`src/rtl/sgen_pkg.sv`:
```
package sgen_pkg;
  localparam int SGEN_PRE_DIV = 10;
  localparam int SGEN_M_W     = 4;
  localparam int SGEN_N_W     = 3;

  // width of the binary stage counter: largest half count is 2^(2^N_W-1)-1
  function automatic int sgen_bin_width(input int n_w);
    return (1 << n_w) - 1;
  endfunction
endpackage

```
`src/rtl/sgen_prescale.sv`:
```
module sgen_prescale #(
  parameter int DIV = 10
) (
  input  logic clk,
  input  logic rst,
  input  logic run,
  output logic tick
);
  generate
    if (DIV <= 1) begin : g_bypass
      assign tick = run;
    end else begin : g_count
      localparam int CW = $clog2(DIV);
      localparam logic [CW-1:0] LAST = CW'(DIV - 1);
      logic [CW-1:0] cnt;
      always_ff @(posedge clk) begin
        if (rst || !run)    cnt <= '0;
        else if (cnt == LAST) cnt <= '0;
        else                cnt <= cnt + 1'b1;
      end
      assign tick = run && (cnt == LAST);
    end
  endgenerate
endmodule

```
`src/rtl/sgen_lindiv.sv`:
```
module sgen_lindiv #(
  parameter int W = 4
) (
  input  logic         clk,
  input  logic         rst,
  input  logic         run,
  input  logic         step,
  input  logic [W-1:0] lim,
  output logic         tick
);
  logic [W-1:0] cnt;
  always_ff @(posedge clk) begin
    if (rst || !run)  cnt <= '0;
    else if (step)    cnt <= (cnt == lim) ? '0 : cnt + 1'b1;
  end
  assign tick = run && step && (cnt == lim);
endmodule

```
`src/rtl/sgen_bindiv.sv`:
```
module sgen_bindiv import sgen_pkg::*; #(
  parameter int NW = 3
) (
  input  logic          clk,
  input  logic          rst,
  input  logic          run,
  input  logic          step,
  input  logic [NW-1:0] n_sel,
  output logic          toggle
);
  localparam int CW = sgen_bin_width(NW);
  logic [CW-1:0] cnt;
  logic [CW-1:0] term;

  assign term = CW'((64'd1 << n_sel) - 64'd1);

  always_ff @(posedge clk) begin
    if (rst || !run) cnt <= '0;
    else if (step)   cnt <= (cnt == term) ? '0 : cnt + 1'b1;
  end
  assign toggle = run && step && (cnt == term);
endmodule

```
`src/rtl/mgmt_clk_gen.sv`:
```
module mgmt_clk_gen import sgen_pkg::*; #(
  parameter int PRE_DIV = SGEN_PRE_DIV,
  parameter int M_W     = SGEN_M_W,
  parameter int N_W     = SGEN_N_W,
  parameter int CFG_W   = 16,
  parameter int EN_BIT  = 15,
  parameter int M_LSB   = 8,
  parameter int N_LSB   = 0
) (
  input  logic             clk,
  input  logic             rst,
  input  logic [CFG_W-1:0] cfg_word,
  output logic             sclk,
  output logic             rise_tick,
  output logic             fall_tick
);
  logic           en;
  logic [M_W-1:0] cfg_m;
  logic [N_W-1:0] cfg_n;
  logic           unused_cfg_fold;

  assign en              = cfg_word[EN_BIT];
  assign cfg_m           = cfg_word[M_LSB +: M_W];
  assign cfg_n           = cfg_word[N_LSB +: N_W];
  assign unused_cfg_fold = ^cfg_word;

  logic           run_q;
  logic [M_W-1:0] m_act;
  logic [N_W-1:0] n_act;
  logic           sclk_q, rise_q, fall_q;
  logic           pre_tick, lin_tick, half_toggle, boundary;

  sgen_prescale #(.DIV(PRE_DIV)) u_pre (
    .clk(clk), .rst(rst), .run(en), .tick(pre_tick)
  );

  sgen_lindiv #(.W(M_W)) u_lin (
    .clk(clk), .rst(rst), .run(en), .step(pre_tick), .lim(m_act), .tick(lin_tick)
  );

  sgen_bindiv #(.NW(N_W)) u_bin (
    .clk(clk), .rst(rst), .run(en), .step(lin_tick), .n_sel(n_act), .toggle(half_toggle)
  );

  // end of a full period: the falling toggle
  assign boundary = half_toggle && sclk_q;

  always_ff @(posedge clk) begin
    if (rst) begin
      run_q  <= 1'b0;
      m_act  <= '0;
      n_act  <= '0;
      sclk_q <= 1'b0;
      rise_q <= 1'b0;
      fall_q <= 1'b0;
    end else begin
      run_q <= en;
      // settings follow the word while idle, then only at period ends
      if (!run_q || boundary) begin
        m_act <= cfg_m;
        n_act <= cfg_n;
      end
      if (!en) begin
        sclk_q <= 1'b0;
        rise_q <= 1'b0;
        fall_q <= 1'b0;
      end else begin
        rise_q <= half_toggle && !sclk_q;
        fall_q <= boundary;
        if (half_toggle) sclk_q <= !sclk_q;
      end
    end
  end

  assign sclk      = sclk_q;
  assign rise_tick = rise_q;
  assign fall_tick = fall_q;
endmodule

```
`config.mk`:
```
export PLATFORM = sky130hd
export DESIGN_NAME = mgmt_clk_gen
export DESIGN_NICKNAME = d
export VERILOG_FILES = /design/src/rtl/sgen_pkg.sv /design/src/rtl/sgen_prescale.sv /design/src/rtl/sgen_lindiv.sv /design/src/rtl/sgen_bindiv.sv /design/src/rtl/mgmt_clk_gen.sv
export SDC_FILE = /design/constraint.sdc
export NUM_CORES = 1
export LEC_CHECK = 0
export BUFFER_PORTS_ARGS = -buffer_cell sky130_fd_sc_hd__buf_4
export CAP_MARGIN = 25
export CORE_MARGIN = 2
export CORE_UTILIZATION = 30
export DETAILED_ROUTE_END_ITERATION = 10
export RECOVER_POWER = 100
export SYNTH_ARGS = -nofsm -noshare
export SYNTH_HDL_FRONTEND = slang
export SYNTH_SLANG_ARGS = --single-unit
```
`constraint.sdc`:
```
create_clock -name clk -period 1.6 [get_ports clk]
set_input_delay 0.16 -clock clk [delete_from_list [all_inputs] [get_ports clk]]
set_output_delay 0.16 -clock clk [all_outputs]
set_load 0.1 [all_outputs]
```
**Word level (Yosys, flattened, before mapping)**

Index checks and enable logic that the tools add are counted.
W data, S select, Z words.

- Add/subtract/negate cells: 4
- Equal/unequal tests: 3
- Shift-type cells: 1
- Muxes and demuxes: 2
- Bitwise operators: 1
- Reduce and logical (&&, ||, !) cells: 14

Operator list:

| operator | count |
|---|---|
| $add A4 B1 Y4 const B | 2 |
| $add A7 B1 Y7 const B | 1 |
| $eq A7 B7 Y1 | 1 |
| $logic_and A1 B1 Y1 | 7 |
| $mux W7 | 1 |
| $shl A1 B3 Y7 const A | 1 |
| $sub A7 B1 Y7 const B | 1 |
| $eq A4 B4 Y1 | 1 |
| $eq A4 B4 Y1 const B | 1 |
| $mux W4 | 1 |
| $reduce_or A2 Y1 | 2 |
| $logic_not A1 Y1 | 3 |
| $logic_or A1 B1 Y1 | 2 |
| $not A1 Y1 | 1 |

- Bits in registers: 26
- Input bits: 18
- Output and inout bits: 3
- Logic and storage cells: 34

**Logic depth before layout (Yosys ltp)**

- Depth after elaboration: 8
- Depth in mapped cells: 8
- Gate-level depth less buffers: 7

**Cells and area by module**

Synthesis repeated with hierarchy kept, for this count alone.

- Cell total of the unflattened synthesis: 139
- Area total of the unflattened synthesis: 1,402.6 µm²

Modules (own cells, without submodules):

| module | times used | cells an instance | area an instance (µm²) | sequential area each (µm²) |
|---|---|---|---|---|
| sgen_bindiv | 1 | 56 | 526.8 | 140.1 |
| mgmt_clk_gen | 1 | 40 | 446.7 | 220.2 |
| sgen_lindiv | 1 | 25 | 249.0 | 80.1 |
| sgen_prescale | 1 | 18 | 180.2 | 80.1 |

**Worst setup path after synthesis**

OpenSTA, ideal clock, no wires.

- Path type: register to register
- Start point: register sclk_q, in the netlist sclk
- End point: register m_act[0]
- Setup time: 118 ps
- Data arrival time: 2,045 ps
- Data required time: 1,482 ps
- Setup slack: -563 ps
- Cell stages (with the launch flop): 6
- Path buffers: 1
- Period minus slack after synthesis: 2,163 ps
- Path through: dfxtp_1 > inv_1 > or3_1 > o41a_1 > buf_6 > mux2i_1

- Cells in the longest elaborated chain, start to end: 2

RTL lines:

| what | line | source |
|---|---|---|
| start: declaration | mgmt_clk_gen.sv:30 | `logic sclk_q, rise_q, fall_q;` |
| start signal: assignment | mgmt_clk_gen.sv:70 | `if (half_toggle) sclk_q <= !sclk_q;` |
| $logic_and A1 B1 Y1 | mgmt_clk_gen.sv:46 | `assign boundary = half_toggle && sclk_q;` |
| $logic_or A1 B1 Y1 | mgmt_clk_gen.sv:59 | `if (!run_q \|\| boundary) begin` |
| end signal: assignment | mgmt_clk_gen.sv:60 | `m_act <= cfg_m;` |
| end: declaration | mgmt_clk_gen.sv:28 | `logic [M_W-1:0] m_act;` |

Every way passes these cells.
A chain may end at the register's enable or synchronous reset.

**Worst setup path in the final report**

- Start point: register u_pre.g_count.cnt[1]
- End point: register n_act[1]

- Cells in the longest elaborated chain, start to end: 8

RTL lines:

| what | line | source |
|---|---|---|
| start: declaration | sgen_prescale.sv:15 | `logic [CW-1:0] cnt;` |
| start signal: assignment | sgen_prescale.sv:19 | `else cnt <= cnt + 1'b1;` |
| $eq A4 B4 Y1 | sgen_prescale.sv:21 | `assign tick = run && (cnt == LAST);` |
| $logic_and A1 B1 Y1 | sgen_prescale.sv:21 |  |
| $logic_and A1 B1 Y1 (2 in a row) | sgen_lindiv.sv:16 | `assign tick = run && step && (cnt == lim);` |
| $logic_and A1 B1 Y1 (2 in a row) | sgen_bindiv.sv:21 | `assign toggle = run && step && (cnt == term);` |
| $logic_and A1 B1 Y1 | mgmt_clk_gen.sv:46 |  |
| $logic_or A1 B1 Y1 | mgmt_clk_gen.sv:59 |  |
| end signal: assignment | mgmt_clk_gen.sv:61 | `n_act <= cfg_n;` |
| end: declaration | mgmt_clk_gen.sv:29 | `logic [N_W-1:0] n_act;` |

Every way passes these cells.

==> flow_metrics.tcl <==
set metrics [dict create \
    clkLatencyLatePin_ps 270 \
    gr-total-overflow 0 \
    wl_per_cell_um 12.1 \
    static-leakage-power_nw 0.746 \
    initial_core_util 0.316 \
    ys_seq_area_frac 0.370 \
    ant_nets 0 \
    switching_power_uw 309 \
    slew_headroom 0.642 \
    synth_edf_count 0 \
    worst_slew_pin_slew_ps 539 \
    hold_ws_ps 148 \
    cp_cell_sequence "inv_2 > ha_4 > and3b_2 > nand2_2 > or3_1 > o41a_1 > buf_6 > mux2i_1" \
    crit_path_max_incr_delay_ps 340 \
    fin_setup_tns_ps -1240 \
    finalSetupViolCount 10 \
    port_buffers 12 \
    powerDensity_nw_per_um2 664 \
    post-route-period-util 1.10 \
    grt_pass1_wl_um 5340 \
    path_buf_inv 2 \
    cts.sinks 26 \
    core_sq_um 4440 \
    fmax_ghz 0.569 \
    gp_congestion 0.802 \
    antenna_cells 0 \
    hpwlAfterDp_um 2240 \
    rows 24 \
    cts_inserted_buffers 3 \
    p_sw_frac 0.241 \
    crit_arrival_ps 1920 \
    drive_above_1_share 0.365 \
    intPower_uw 974 \
    start_kind "register" \
    critPathRequiredTime_ps 1760 \
    cts-root-buf "clkbuf_8" \
    cp-end-kind "register" \
    crit_family "simple AND/OR/NAND/NOR gates" \
    yosysWarnings 0 \
    syn2layout_area_growth_pct 37.4 \
    criticalPathCategory "register to register" \
    vias_per_cell 4.85 \
    ioPinCount 21 \
    synth_seq_cells 26 \
    syn_inst 158 \
    drv_slew 0 \
    instances_no_fill 255 \
    timing.final.ws_setup_ps -157 \
    finalWirelength_um 3080 \
    synth.avg_cell_area_sq_um 8.89 \
    die_h_um 72.4 \
    hold_viol 0 \
    failed_checks "setup timing" \
    track_usage 0.125 \
    path_clk_slew_ps 90 \
    firstDrtPassIters 4 \
    synth_flop_cell "dfxtp_1" \
    slowest_stage "dfxtp_2" \
    ir_drop_mv 0.360 \
    rsz0062_at_grt "yes" \
    placedCellCount 249 \
    finClkSkew_ps 1.60 \
    holdCritPathClass "input pin to register" \
    cts_buffer_depth 2 \
    fin_crit_ps 1760 \
    combPwrFrac 0.147 \
    grt_pass1_vias 1193 \
    synth_area_sq_um 1410 \
    grt_max_degree 16 \
    outcome "complete, but fails checks" \
    antenna_found_initial 0 \
    drtIter0Drc 51 \
    cp_max_fo 7 \
    maxCapViolCount 0 \
    htreeDepth 1 \
    die-width_um 72.4 \
    clock_power_share 0.327 \
    route.vias.total 1237 \
    syn_nets 180 \
    die-area_sq_um 5250 \
    synthArstFlopShare 0 \
    cts_tree "built" \
    synth_cell_type_count 45 \
    p_seq_frac 0.526 \
    drc 0 \
    nNetsFinal 226 \
]
power by group through the flow:
| stage | sequential [mW] | combinational [mW] | clock, mW |
|---|---|---|---|
| detailed placement | 0.689 | 0.163 | 0 |
| CTS | 0.675 | 0.174 | 0.431 |
| finish | 0.675 | 0.189 | 0.419 |
| global placement | 0.688 | 0.163 | 0 |
| global route | 0.677 | 0.206 | 0.457 |
| floorplan | 0.683 | 0.101 | 0 |
cells in the mapped netlist (2+ instances only):
| cell type | instances | area [sq um] |
|---|---|---|
| nand3_1 | 4 | 20.0 |
| and2_1 | 2 | 12.5 |
| nor4_1 | 3 | 18.8 |
| xnor2_1 | 6 | 52.6 |
| nand2b_1 | 18 | 113 |
| o32ai_1 | 2 | 17.5 |
| nand2_1 | 13 | 48.8 |
| dfxtp_1 | 26 | 521 |
| o21ai_0 | 2 | 10.0 |
| nor2b_1 | 3 | 18.8 |
| a21oi_1 | 6 | 30.0 |
| clkbuf_1 | 2 | 7.51 |
| and3_1 | 2 | 12.5 |
| ha_1 | 4 | 50.1 |
| nor2_1 | 10 | 37.5 |
| mux2i_1 | 8 | 80.1 |
| nand3b_1 | 2 | 15.0 |
| inv_1 | 6 | 22.5 |
| nor3_1 | 5 | 25.0 |
| buf_6 | 2 | 22.5 |
| o311ai_0 | 6 | 52.6 |
| xor2_1 | 3 | 26.3 |
cells in the final DEF, fill, tap and decap left out, types with 2 or more instances in the layout:
master / instances
nor2b_1: 3
nand2b_1: 17
nand2_1: 12
and2_1: 2
o311ai_1: 2
nor4_1: 2
dfxtp_2: 5
o311ai_2: 4
inv_1: 5
clkbuf_8: 4
mux2i_1: 8
xnor2_1: 6
buf_6: 2
buf_4: 41
clkbuf_2: 3
nand3b_1: 2
nor2_1: 9
dfxtp_1: 20
a21oi_1: 6
ha_1: 2
and3_1: 2
nand3_1: 4
nor4_4: 2
o21ai_0: 2
xor2_1: 3
nor3_1: 5
o32ai_1: 2
tightest hold or removal path, stage by stage:
cell and delay [ps]:
buf_4 110, nand2b_1 50, mux2i_1 50
logic make-up (layout without fill, tap and decap cells):
group / Yosys count / in the layout / share of synthesized area
AOI/OAI and AO/OA: 29 / 29 / 0.159
xor gates and xnor gates: 9 / 9 / 0.0561
adders and majority gates: 4 / 4 / 0.0356
buffers and inverters: 12 / 57 / 0.0463
DFF: 26 / 26 / 0.370
muxes: 8 / 8 / 0.0570
and+or+nand+nor: 70 / 70 / 0.276
per-layer routing:
layer	GRT usage	vias up	wire length, um
met5	0	-	0
met4	0.0309	0	31
met3	0.0208	4	38
met2	0.201	6	1450
met1	0.175	570	1560
li1	-	657	-
what timing repair did:
action	4_1_cts	5_1_grt
hold buffers	0	0
buffers inserted	1	1
setup endpoints to repair	16	20
pin swaps	0	0
gates resized for setup	8	19
final timing paths:
check | startpoint | end | slack [ps] | cells past startpoint
max | u_pre.g_count.cnt[1] | n_act[1] | -160 | 8
min | cfg_word[9] | m_act[1] | 150 | 3
max reg2reg | u_pre.g_count.cnt[1] | n_act[1] | -160 | 8
min reg2reg | m_act[1] | m_act[1] | 490 | 2
sequential cells by signal (all words and copies together), names as in the netlist, 3 cells and up:
register / cells
m_act: 4
n_act: 3
u_bin.cnt: 7
u_lin.cnt: 4
u_pre.g_count.cnt: 4
final cells by class:
cell class,count,area [sq um]
Timing Repair Buffer,47,349
Multi-Input combinational cell,120,908
Fill cell,446,2510
Sequential cell,26,531
Clock buffer,4,55.1
Inverter,6,22.5
Tap cell,52,65.1
per-stage QoR:
stage	setup slack [ps]	power (mW)	cell area, sq um	util
floorplan	-182	0.784	1410	-
global placement	-219	0.851	1770	0.399
detailed placement	-257	0.852	1770	0.399
CTS	-166	1.28	1870	0.421
global route	-247	1.34	1930	0.434
finish	-157	1.28	1930	0.434
No activity file was read; power rests on OpenSTA's default activity.
